$ cat src/rtl/llsc_pkg.sv
package llsc_pkg;

    typedef enum logic [1:0] {
        OP_LOAD  = 2'd0,
        OP_STORE = 2'd1,
        OP_LINK  = 2'd2,
        OP_COND  = 2'd3
    } mem_op_e;

endpackage

$ cat src/rtl/llsc_line_match.sv
// Line-granular address comparator: low offset bits are ignored.
module llsc_line_match #(
    parameter int ADDR_W     = 32,
    parameter int LINE_BYTES = 16
) (
    input  logic              a_valid,
    input  logic [ADDR_W-1:0] a_addr,
    input  logic              b_valid,
    input  logic [ADDR_W-1:0] b_addr,
    output logic              hit
);
    localparam int OFS = (LINE_BYTES > 1) ? $clog2(LINE_BYTES) : 0;

    logic [ADDR_W-1:0] a_line;
    logic [ADDR_W-1:0] b_line;

    always_comb begin
        a_line = a_addr >> OFS;
        b_line = b_addr >> OFS;
        hit    = a_valid && b_valid && (a_line == b_line);
    end
endmodule

$ cat src/rtl/llsc_kill_unit.sv
// Collects every snoop channel and the eviction port into two kill terms:
// one against the held reservation, one against the line of the current request.
module llsc_kill_unit #(
    parameter int ADDR_W     = 32,
    parameter int LINE_BYTES = 16,
    parameter int NUM_SNP    = 2
) (
    input  logic                      rsv_valid,
    input  logic [ADDR_W-1:0]         rsv_addr,
    input  logic                      req_valid,
    input  logic [ADDR_W-1:0]         req_addr,
    input  logic [NUM_SNP-1:0]        snp_valid,
    input  logic [NUM_SNP*ADDR_W-1:0] snp_addr,
    input  logic                      evict_valid,
    input  logic [ADDR_W-1:0]         evict_addr,
    output logic                      kill_rsv,
    output logic                      kill_req
);
    localparam int SRC = NUM_SNP + 1;

    logic [SRC-1:0]        src_valid;
    logic [SRC*ADDR_W-1:0] src_addr;
    logic [SRC-1:0]        hit_rsv;
    logic [SRC-1:0]        hit_req;

    always_comb begin
        src_valid = {evict_valid, snp_valid};
        src_addr  = {evict_addr, snp_addr};
    end

    for (genvar i = 0; i < SRC; i++) begin : g_src
        llsc_line_match #(.ADDR_W(ADDR_W), .LINE_BYTES(LINE_BYTES)) u_rsv_cmp (
            .a_valid (src_valid[i]),
            .a_addr  (src_addr[i*ADDR_W +: ADDR_W]),
            .b_valid (rsv_valid),
            .b_addr  (rsv_addr),
            .hit     (hit_rsv[i])
        );
        llsc_line_match #(.ADDR_W(ADDR_W), .LINE_BYTES(LINE_BYTES)) u_req_cmp (
            .a_valid (src_valid[i]),
            .a_addr  (src_addr[i*ADDR_W +: ADDR_W]),
            .b_valid (req_valid),
            .b_addr  (req_addr),
            .hit     (hit_req[i])
        );
    end

    always_comb begin
        kill_rsv = |hit_rsv;
        kill_req = |hit_req;
    end
endmodule

$ cat src/rtl/llsc_monitor.sv
module llsc_monitor #(
    parameter int ADDR_W     = 32,
    parameter int DATA_W     = 32,
    parameter int LINE_BYTES = 16,
    parameter int NUM_SNP    = 2
) (
    input  logic                      clk,
    input  logic                      rst_n,
    input  logic                      req_valid,
    input  logic [1:0]                req_op,
    input  logic [ADDR_W-1:0]         req_addr,
    input  logic [DATA_W-1:0]         req_wdata,
    output logic                      mem_re,
    output logic                      mem_we,
    output logic [ADDR_W-1:0]         mem_addr,
    output logic [DATA_W-1:0]         mem_wdata,
    input  logic [DATA_W-1:0]         mem_rdata,
    output logic                      rsp_valid,
    output logic [DATA_W-1:0]         rsp_data,
    output logic                      rsp_sc_ok,
    input  logic [NUM_SNP-1:0]        snp_valid,
    input  logic [NUM_SNP*ADDR_W-1:0] snp_addr,
    input  logic                      evict_valid,
    input  logic [ADDR_W-1:0]         evict_addr
);
    import llsc_pkg::*;

    typedef struct packed {
        logic              rsv_valid;
        logic [ADDR_W-1:0] rsv_addr;
        logic              rsp_valid;
        logic              rd_pend;
        logic              sc_ok;
    } state_t;

    state_t st_d, st_q;

    mem_op_e op;
    logic    is_load, is_store, is_link, is_cond;
    logic    sc_line_hit, sc_pass;
    logic    kill_rsv, kill_req;

    llsc_kill_unit #(
        .ADDR_W(ADDR_W), .LINE_BYTES(LINE_BYTES), .NUM_SNP(NUM_SNP)
    ) u_kill (
        .rsv_valid   (st_q.rsv_valid),
        .rsv_addr    (st_q.rsv_addr),
        .req_valid   (req_valid),
        .req_addr    (req_addr),
        .snp_valid   (snp_valid),
        .snp_addr    (snp_addr),
        .evict_valid (evict_valid),
        .evict_addr  (evict_addr),
        .kill_rsv    (kill_rsv),
        .kill_req    (kill_req)
    );

    llsc_line_match #(.ADDR_W(ADDR_W), .LINE_BYTES(LINE_BYTES)) u_sc_cmp (
        .a_valid (st_q.rsv_valid),
        .a_addr  (st_q.rsv_addr),
        .b_valid (req_valid),
        .b_addr  (req_addr),
        .hit     (sc_line_hit)
    );

    always_comb begin
        op       = mem_op_e'(req_op);
        is_load  = req_valid && (op == OP_LOAD);
        is_store = req_valid && (op == OP_STORE);
        is_link  = req_valid && (op == OP_LINK);
        is_cond  = req_valid && (op == OP_COND);
        // a coinciding snoop or eviction wins over the local conditional store
        sc_pass  = is_cond && sc_line_hit && !kill_rsv;

        mem_re    = is_load || is_link;
        mem_we    = is_store || sc_pass;
        mem_addr  = req_addr;
        mem_wdata = req_wdata;

        st_d           = st_q;
        st_d.rsp_valid = req_valid;
        st_d.rd_pend   = is_load || is_link;
        st_d.sc_ok     = sc_pass;

        if (kill_rsv || is_cond) begin
            st_d.rsv_valid = 1'b0;
        end
        if (is_link) begin
            st_d.rsv_valid = !kill_req;
            st_d.rsv_addr  = req_addr;
        end
    end

    always_ff @(posedge clk) begin
        if (!rst_n) begin
            st_q <= '0;
        end else begin
            st_q <= st_d;
        end
    end

    always_comb begin
        rsp_valid = st_q.rsp_valid;
        rsp_data  = st_q.rd_pend ? mem_rdata : '0;
        rsp_sc_ok = st_q.sc_ok;
    end
endmodule

$ cat config.mk
export PLATFORM = sky130hd
export DESIGN_NAME = llsc_monitor
export DESIGN_NICKNAME = d
export VERILOG_FILES = /design/src/rtl/llsc_pkg.sv /design/src/rtl/llsc_line_match.sv /design/src/rtl/llsc_kill_unit.sv /design/src/rtl/llsc_monitor.sv
export SDC_FILE = /design/constraint.sdc
export NUM_CORES = 1
export LEC_CHECK = 0
export BUFFER_PORTS_ARGS = -buffer_cell sky130_fd_sc_hd__buf_2
export CORE_AREA = 2 2 117 119
export DETAILED_ROUTE_END_ITERATION = 12
export DIE_AREA = 0 0 119 121
export PLACE_DENSITY_LB_ADDON = 0.25
export SYNTH_ARGS = -nofsm -noshare
export SYNTH_HDL_FRONTEND = slang
export SYNTH_HIERARCHICAL = 1
export SYNTH_SLANG_ARGS = --single-unit
$ cat constraint.sdc
create_clock -name clk -period 2.4 [get_ports clk]
set_clock_uncertainty 0.15 [all_clocks]
set_input_delay 0.24 -clock clk [delete_from_list [all_inputs] [get_ports clk]]
set_output_delay 0.24 -clock clk [all_outputs]
set_load 0.005 [all_outputs]
==> results.toml <==
[final_layout]
finalNetCount = 867
syn2layout_area_growth_pct = 25.5
stdcell_area_um2 = 5150
final_layout_size_suffix_gt1_share_pct = 40.1
antenna_cells = 0
seq_area_um2 = 669
n_fill_cell = 1344
multi_input_area_um2 = 2920

[die]
num_rows = 42
die-area_um2 = 14400
die_w_um = 119
start_util_pct = 31.4
core_area_um2 = 13100
die_h_um = 121
pin_count = 300

[drt]
num_vias = 3989
antenna_left = 0
vias_per_cell = 4.73
post-route-drc-count = 0
drt-initial-drc-count = 205
wirelength_um = 13300
avgRoutedWirePerCell_um = 15.7
firstDrtPassIters = 6

[worst_setup_path]
required_ps = 2010
cp_cell_sequence = "xor2_1 > nor4_1 > buf_4 > nand4_1 > nor4_2 > or3_1 > nand2b_4 > a21oi_4 > buf_2"
endpoint_kind = "output port"
cpLargestDelayFamily = "simple AND/OR/NAND/NOR gates"
crit_path_max_incr_delay_ps = 360
worst-path-max-fanout = 5
arrival_ps = 2130
path_buf_inv = 2
worstSetupPathType = "register to output port"
startpoint_type = "register"
crit_slowest_cell = "dfxtp_4"

[sta]
drv_slew = 0
period_minus_slack_ps = 2520
worst_slack_ps = -121
hold_slack_ps = 54.9
fmax_mhz = 397
worst_pin_slew_ps = 658
fin_crit_sh_pct = 105
rsz0062_at_grt = "yes"
finalSetupViolCount = 1
slew_headroom_pct = 56.0
hold_violations = 0

[power]
p_int_uw = 1270
clkPwrFrac_pct = 34.0
peakVddDrop_mv = 0.211
power.leakage_uw = 0.00243
p_total_uw = 1850
p_sw_share_pct = 31.6
combinationalPowerShare_pct = 34.2
power.switching_uw = 584
power_density_nw_per_um2 = 359
pwr-share-seq_pct = 31.8

[placement]
gp_congestion = 0.959
dp_slack_ps = 91.4
portBuffers = 215
place_area_um2 = 4920
hpwlAfterDp_um = 11100

[synthesis]
avgSynthCellArea_um2 = 8.05
synthCells = 510
yosysWarnings = 6
syn_nets = 710
syn_area_um2 = 4110

[clock_network]
cts_sinks = 32
cts_buffers = 5
hold_buffers = 0
post_cts_buffers = 0
cts_root_buffer = "clkbuf_16"
cts_max_level = 2
cts.clk_slew.worst_paths_ps = 50
clk_path_buf_depth = 2
tritoncts = "yes"
clkLatencyLatePin_ps = 270

[global_route]
antenna_found_initial = 2
grt_pass1_vias = 4055
grt_pass1_wl_um = 20900
track_usage_pct = 18.2
grt_max_degree = 57
grt_overflow = 0

[run_status]
violations = "setup timing"
outcome = "complete, but fails checks"

[hold_path]
hold_class = "input pin to register"

[run]
cap_violations = 0
path summary, 6_finish.rpt:
check                  from   endpoint  slack [ps]  depth (start not counted)
setup / recovery   st_q[15]     mem_we        -120                          9
hold / removal    req_op[0]    st_q[1]          50                          2
setup reg to reg   st_q[15]  rsp_sc_ok         410                          8
hold reg to reg    st_q[33]   st_q[33]         350                          2
layout make-up:
class / instances / share of cell area [%]
sequential: 32 / 13.0
inverter: 1 / 0.0729
tap: 176 / 4.27
timing repair buffer: 230 / 23.1
multi-input combinational: 397 / 56.7
clock inverter: 2 / 0.194
clock buffer: 6 / 2.70
sequential cells by signal, indices dropped and copies added, names as in the netlist:
name	flops
rsp_sc_ok	1
rsp_valid	1
st_q	30
placed cells by master (no fill, tap or decap):
cell       instances
or3_1              3
clkbuf_8           1
nor3_1             8
nand3b_4           1
and2_1            32
dfxtp_1           17
nand2_1           32
inv_1              1
xnor2_1           63
nand4_1           28
clkinv_2           2
nor2_1             1
o21ai_1           14
a21oi_4            1
o21ai_0           14
clkbuf_16          5
nand3b_1           1
nand3_1           28
nand2b_4           1
dfxtp_4            4
nor4_2            12
buf_4             15
nor4_1            23
buf_2            215
dfxtp_2           11
a21boi_1           1
nor2b_1            1
xor2_1           133
metal layers:
metal	global-route usage [%]	vias up	share of wire [%]
li1	-	1969	-
met1	22.1	1810	43
met2	31.0	174	48
met3	4.65	32	6.9
met4	6.77	4	2.6
met5	0	-	0.20
worst register-to-register path: stages (launching register included):
cell	delay, ps
dfxtp_4	360
xor2_1	160
nor4_1	280
buf_4	170
nand4_1	170
nor4_2	240
or3_1	160
nand2b_4	140
nor3_1	50
through the flow:
stage	std cells	util [%]	TNS (ps)
floorplan	510	-	0
global placement	836	37.6	0
detailed placement	836	37.6	0
CTS	844	39.2	-82.4
global route	844	39.4	-266
finish	844	39.4	-121
what timing repair did:
| action | 4_1_cts | 5_1_grt |
|---|---|---|
| pin swaps | 1 | 5 |
| resized for setup | 24 | 3 |
| endpoints found under the setup margin | 1 | 1 |
power groups by stage:
stage	combinational [uW]	clock, uW	sequential [uW]
floorplan	386	0	588
global placement	607	0	599
detailed placement	624	0	600
CTS	635	650	587
global route	697	675	592
finish	633	629	587
(Power assumes the default switching activity.)
